## src/rtl/fetch_exec_pkg.sv

```systemverilog
package fetch_exec_pkg;
  localparam int OP_W = 8;

  typedef enum logic [1:0] {
    ST_FETCH  = 2'd0,
    ST_DECODE = 2'd1,
    ST_EXEC   = 2'd2,
    ST_WB     = 2'd3
  } ctl_state_e;

  localparam logic [OP_W-1:0] OP_NOP   = 8'h00;
  localparam logic [OP_W-1:0] OP_JMP   = 8'h01;
  localparam logic [OP_W-1:0] OP_JC    = 8'h02;
  localparam logic [OP_W-1:0] OP_JZ    = 8'h03;
  localparam logic [OP_W-1:0] OP_LOAD  = 8'h04;
  localparam logic [OP_W-1:0] OP_STORE = 8'h05;
  localparam logic [OP_W-1:0] OP_HALT  = 8'h06;
  localparam logic [OP_W-1:0] OP_ALU   = 8'h07;

  typedef struct packed {
    logic jmp;
    logic jc;
    logic jz;
    logic load;
    logic store;
    logic halt;
    logic alu;
  } dec_t;
endpackage

```

## src/rtl/fetch_exec_seq.sv

```systemverilog
module fetch_exec_seq
  import fetch_exec_pkg::*;
(
  input  logic       clk_i,
  input  logic       rst_ni,
  output ctl_state_e state_o
);
  ctl_state_e state_q, state_d;

  always_comb begin
    unique case (state_q)
      ST_FETCH:  state_d = ST_DECODE;
      ST_DECODE: state_d = ST_EXEC;
      ST_EXEC:   state_d = ST_WB;
      default:   state_d = ST_FETCH;
    endcase
  end

  always_ff @(posedge clk_i or negedge rst_ni) begin
    if (!rst_ni) state_q <= ST_FETCH;
    else         state_q <= state_d;
  end

  assign state_o = state_q;
endmodule

```

## src/rtl/fetch_exec_ir.sv

```systemverilog
module fetch_exec_ir
  import fetch_exec_pkg::*;
#(
  parameter int ADDR_W = 8,
  localparam int INSTR_W = OP_W + ADDR_W
) (
  input  logic               clk_i,
  input  logic               rst_ni,
  input  logic               load_i,
  input  logic [INSTR_W-1:0] instr_i,
  output logic [OP_W-1:0]    op_o,
  output logic [ADDR_W-1:0]  arg_o,
  output dec_t               dec_o
);
  logic [INSTR_W-1:0] ir_q;

  always_ff @(posedge clk_i or negedge rst_ni) begin
    if (!rst_ni)     ir_q <= '0;
    else if (load_i) ir_q <= instr_i;
  end

  assign op_o  = ir_q[INSTR_W-1 -: OP_W];
  assign arg_o = ir_q[ADDR_W-1:0];

  always_comb begin
    dec_o       = '0;
    dec_o.jmp   = (op_o == OP_JMP);
    dec_o.jc    = (op_o == OP_JC);
    dec_o.jz    = (op_o == OP_JZ);
    dec_o.load  = (op_o == OP_LOAD);
    dec_o.store = (op_o == OP_STORE);
    dec_o.halt  = (op_o == OP_HALT);
    dec_o.alu   = (op_o == OP_ALU);
  end
endmodule

```

## src/rtl/fetch_exec_pc.sv

```systemverilog
module fetch_exec_pc
  import fetch_exec_pkg::*;
#(
  parameter int ADDR_W = 8
) (
  input  logic              clk_i,
  input  logic              rst_ni,
  input  logic              wb_i,
  input  dec_t              dec_i,
  input  logic [ADDR_W-1:0] arg_i,
  input  logic              carry_i,
  input  logic              zero_i,
  output logic [ADDR_W-1:0] pc_o
);
  logic [ADDR_W-1:0] pc_q, pc_d;
  logic              take;

  assign take = dec_i.jmp | (dec_i.jc & carry_i) | (dec_i.jz & zero_i);

  always_comb begin
    pc_d = pc_q;
    if (wb_i) begin
      if (dec_i.halt) pc_d = pc_q;
      else if (take)  pc_d = arg_i;
      else            pc_d = pc_q + ADDR_W'(1);
    end
  end

  always_ff @(posedge clk_i or negedge rst_ni) begin
    if (!rst_ni) pc_q <= '0;
    else         pc_q <= pc_d;
  end

  assign pc_o = pc_q;
endmodule

```

## src/rtl/fetch_exec_ctl.sv

```systemverilog
module fetch_exec_ctl
  import fetch_exec_pkg::*;
#(
  parameter int ADDR_W = 8,
  localparam int INSTR_W = OP_W + ADDR_W
) (
  input  logic               clk_i,
  input  logic               rst_ni,
  input  logic [INSTR_W-1:0] instr_i,
  input  logic               carry_i,
  input  logic               zero_i,
  output logic [ADDR_W-1:0]  imem_addr_o,
  output logic [ADDR_W-1:0]  dmem_addr_o,
  output logic               dmem_rd_o,
  output logic               dmem_wr_o,
  output logic               dpu_en_o,
  output logic [ADDR_W-1:0]  pc_o,
  output logic [1:0]         state_o
);
  ctl_state_e        state;
  logic [OP_W-1:0]   op;
  logic [ADDR_W-1:0] arg;
  dec_t              dec;
  logic              in_fetch, in_exec, in_wb;

  fetch_exec_seq u_seq (
    .clk_i   (clk_i),
    .rst_ni  (rst_ni),
    .state_o (state)
  );

  assign in_fetch = (state == ST_FETCH);
  assign in_exec  = (state == ST_EXEC);
  assign in_wb    = (state == ST_WB);

  fetch_exec_ir #(.ADDR_W(ADDR_W)) u_ir (
    .clk_i   (clk_i),
    .rst_ni  (rst_ni),
    .load_i  (in_fetch),
    .instr_i (instr_i),
    .op_o    (op),
    .arg_o   (arg),
    .dec_o   (dec)
  );

  fetch_exec_pc #(.ADDR_W(ADDR_W)) u_pc (
    .clk_i   (clk_i),
    .rst_ni  (rst_ni),
    .wb_i    (in_wb),
    .dec_i   (dec),
    .arg_i   (arg),
    .carry_i (carry_i),
    .zero_i  (zero_i),
    .pc_o    (pc_o)
  );

  assign imem_addr_o = pc_o;
  assign dmem_addr_o = arg;
  assign dmem_rd_o   = in_exec & dec.load;
  assign dmem_wr_o   = in_wb & dec.store;
  assign dpu_en_o    = in_exec & (dec.load | dec.alu);
  assign state_o     = state;
endmodule

```

## config.mk

```make
export PLATFORM = sky130hd
export DESIGN_NAME = fetch_exec_ctl
export DESIGN_NICKNAME = d
export VERILOG_FILES = /design/src/rtl/fetch_exec_pkg.sv /design/src/rtl/fetch_exec_seq.sv /design/src/rtl/fetch_exec_ir.sv /design/src/rtl/fetch_exec_pc.sv /design/src/rtl/fetch_exec_ctl.sv
export SDC_FILE = /design/constraint.sdc
export NUM_CORES = 1
export LEC_CHECK = 0
export BUFFER_PORTS_ARGS = -buffer_cell sky130_fd_sc_hd__buf_4
export CORE_MARGIN = 3
export CORE_UTILIZATION = 49
export DETAILED_ROUTE_END_ITERATION = 12
export GPL_ROUTABILITY_DRIVEN = 0
export PLACE_DENSITY = 0.8
export SETUP_SLACK_MARGIN = 0.4
export SYNTH_ARGS = -nofsm -noshare
export SYNTH_HDL_FRONTEND = slang
export SYNTH_HIERARCHICAL = 1
export SYNTH_SLANG_ARGS = --single-unit
export TNS_END_PERCENT = 1
```

## constraint.sdc

```tcl
create_clock -name clk_i -period 2.9 [get_ports clk_i]
set_input_delay 0.145 -clock clk_i [delete_from_list [all_inputs] [get_ports clk_i]]
set_output_delay 0.145 -clock clk_i [all_outputs]
set_load 0.01 [all_outputs]
```

==> results.cfg <==
[timing]
post-route-min-period_ns = 2.31
skew_ns = 0.00266
setup_viol = 0
setup_tns_ns = 0
fmax_ghz = 0.434
rsz0062_at_grt = false
finalHoldViolCount = 0
drv_slew = 0
worstMarginPinSlew_ns = 0.951
setup_slack_ns = 0.594
fin_crit_sh_pct = 79.5
slew_headroom_pct = 36.5

[yosys]
synthMuxAreaShare_pct = 13.7
synth_compound_area_share_pct = 11.2
synth_nets = 153
synth_edf_count = 0
yosys.area.top_type = dfrtp_1
synth.area.top_cells = dfrtp_1 47%, mux2_2 7.3%, mux2_1 5.7%
yosys-top-cells-count = 26 x dfrtp_1, 13 x a21oi_1, 9 x mux2_2
netlist_instances = 129
yosys.cell_types.count = 34
synth.top_cell.area_share_pct = 46.8
yosys_warnings = 6
ys_ff_latch = 26
yosysSeqAreaShare_pct = 46.8
synth_area_mm2 = 0.00139
ys.flop_type = dfrtp_1
synthAdderAreaFrac_pct = 3.60
async_flop_share_pct = 100
yosys.area_share.simple_pct = 15.6
synth_most_common_cell = dfrtp_1
synth-xor-area-share_pct = 0
synth_top_family_by_area = simple AND/OR/NAND/NOR gates
avgSynthCellArea_um2 = 10.8

[finish]
insertedDiodeCount = 0
nFillCells = 205
final_core_util_pct = 66.8
area_growth_pct = 24.3
finalNetCount = 193
drive_gt1_share_pct = 40.7
post-route-cell-area_mm2 = 0.00173

[placement]
placed_area_mm2 = 0.00169
io_buffers = 48
dpl_worst_slack_ns = 0.690
detailed_place_hpwl_um = 2280

[grt]
grt_pass1_wl_um = 4670
grt_max_degree = 27
grt_overflow_total = 0
antenna_found_initial = 0
grt_pass1_vias = 1038
grt_usage_pct = 17.4

[detailed_routing]
first_pass_iters = 4
wire_per_inst_um = 15.0
vias_per_cell = 5.75
ant_nets = 0
vias = 1132
first_iter_violations = 19
drc_errors = 0
finalWirelength_um = 2950

[floorplanning]
dieArea_mm2 = 0.00351
rows = 18
initial_core_util_pct = 53.7
io_pins = 49
fp.dieW_um = 59.3
coreArea_mm2 = 0.00259
die_y_um = 59.3

[clock_network]
cts_max_level = 1
clk_latency_ns = 0.31
clockRootBuffer = clkbuf_4
cts_tree = yes
postCtsSetupRepairBufs = 0
cts_made_buffers = 3
clkTransAtPathRegs_ns = 0.13
cts.sinks = 26
clock_path_buffers = 2

[worst_setup_path]
required_ns = 3.14
worstPathArrival_ns = 2.55
crit_path_start_kind = flip-flop
cp_max_fo = 20
cp-end-kind = flip-flop
crit_type = reg2reg

[power_and_ir_drop]
peakVddDrop_uv = 446
power_leakage_uw = 0.000816
total_power_uw = 893
powerDensity_mw_per_mm2 = 516

[worst_hold_path]
hp-class = in2reg

[job]
maxCapViolCount = 0

[outcome]
status = finished clean
[cell type report]
type | instances | area [µm²] | area share (%)
Sequential cell | 26 | 651 | 37.6
Multi-Input combinational cell | 84 | 626 | 36.2
Timing Repair Buffer | 50 | 378 | 21.9
Tap cell | 30 | 37.5 | 2.17
Clock buffer | 3 | 22.5 | 1.30
Inverter | 4 | 15.0 | 0.868
[layout by cell type, fill, tap and decap left out, types with 2 or more instances in the layout]
master,Yosys,layout
a21oi_1,13,13
buf_4,8,49
clkbuf_4,0,3
dfrtp_1,26,26
ha_1,4,4
inv_1,4,4
mux2_1,7,7
mux2_2,9,9
nand2_1,6,6
nand2b_1,3,3
nand3_1,4,4
nand4_1,3,3
nor2_1,4,4
nor3_1,3,3
nor4_1,3,3
o21ai_0,8,8
o22ai_1,2,2
[cell families after synthesis]
kind of cell	after synthesis
compound gates	27
mux	17
fa+ha+maj	4
flops	26
buf+inv	19
simple gates	36
[report_power, final]
group | switching, µW | internal, µW | total [µW]
Clock | 98.3 | 48.5 | 147
Combinational | 116 | 146 | 262
Sequential | 75.4 | 409 | 484
Total | 290 | 603 | 893
[metrics by stage]
| stage | hold slack, ns | cells |
|---|---|---|
| finish | 0.0413 | 197 |
| detailed placement | 0.0706 | 193 |
| floorplan | -0.151 | 129 |
| CTS | 0.0366 | 197 |
| global placement | 0.0634 | 193 |
| global route | 0.0285 | 197 |
[worst max-delay path, cell delays in order (launching register included)]
cell	delay, ns
dfrtp_1	0.40
or4_4	0.59
nor4_1	0.51
a221oi_4	0.27
o21ai_0	0.29
nand2_1	0.10
o21ai_1	0.09
[final timing paths]
check,slack [ns],startpoint,depth (start not counted),to
min in group asynchronous,0.27,rst_ni,2,u_pc/pc_o[6]$_DFFE_PN0P_
setup / recovery,0.59,u_ir/ir_q[13]$_DFFE_PN0P_,6,u_pc/pc_o[0]$_DFFE_PN0P_
setup reg to reg,0.59,u_ir/ir_q[13]$_DFFE_PN0P_,6,u_pc/pc_o[0]$_DFFE_PN0P_
hold reg to reg,0.52,u_ir/ir_q[14]$_DFFE_PN0P_,1,u_ir/ir_q[14]$_DFFE_PN0P_
max in group asynchronous,2.39,rst_ni,2,u_ir/ir_q[10]$_DFFE_PN0P_
hold / removal,0.04,instr_i[6],2,u_ir/ir_q[6]$_DFFE_PN0P_
[registers in the layout (all words and copies together), names as in the netlist]
register       flops
u_pc/pc_o          8
u_ir/ir_q         16
u_seq/state_o      2
[routing by layer]
metal / routed length, µm / global-route usage [%] / part of all wire [%] / vias to the layer above
met5: 0 / 0 / 0 / -
met4: 40 / 5.50 / 1.4 / 0
met3: 173 / 2.61 / 5.9 / 6
met2: 1580 / 31.5 / 53 / 39
met1: 1160 / 20.9 / 39 / 556
li1: - / - / - / 531
[repair_timing]
action / 4_1_cts / 5_1_grt
endpoints found under the hold margin: 26 / 0
endpoints found under the setup margin: 0 / 1
gates resized for setup: 0 / 1
hold buffers: 1 / 0
Note: power is estimated with default switching activity, not from simulation.
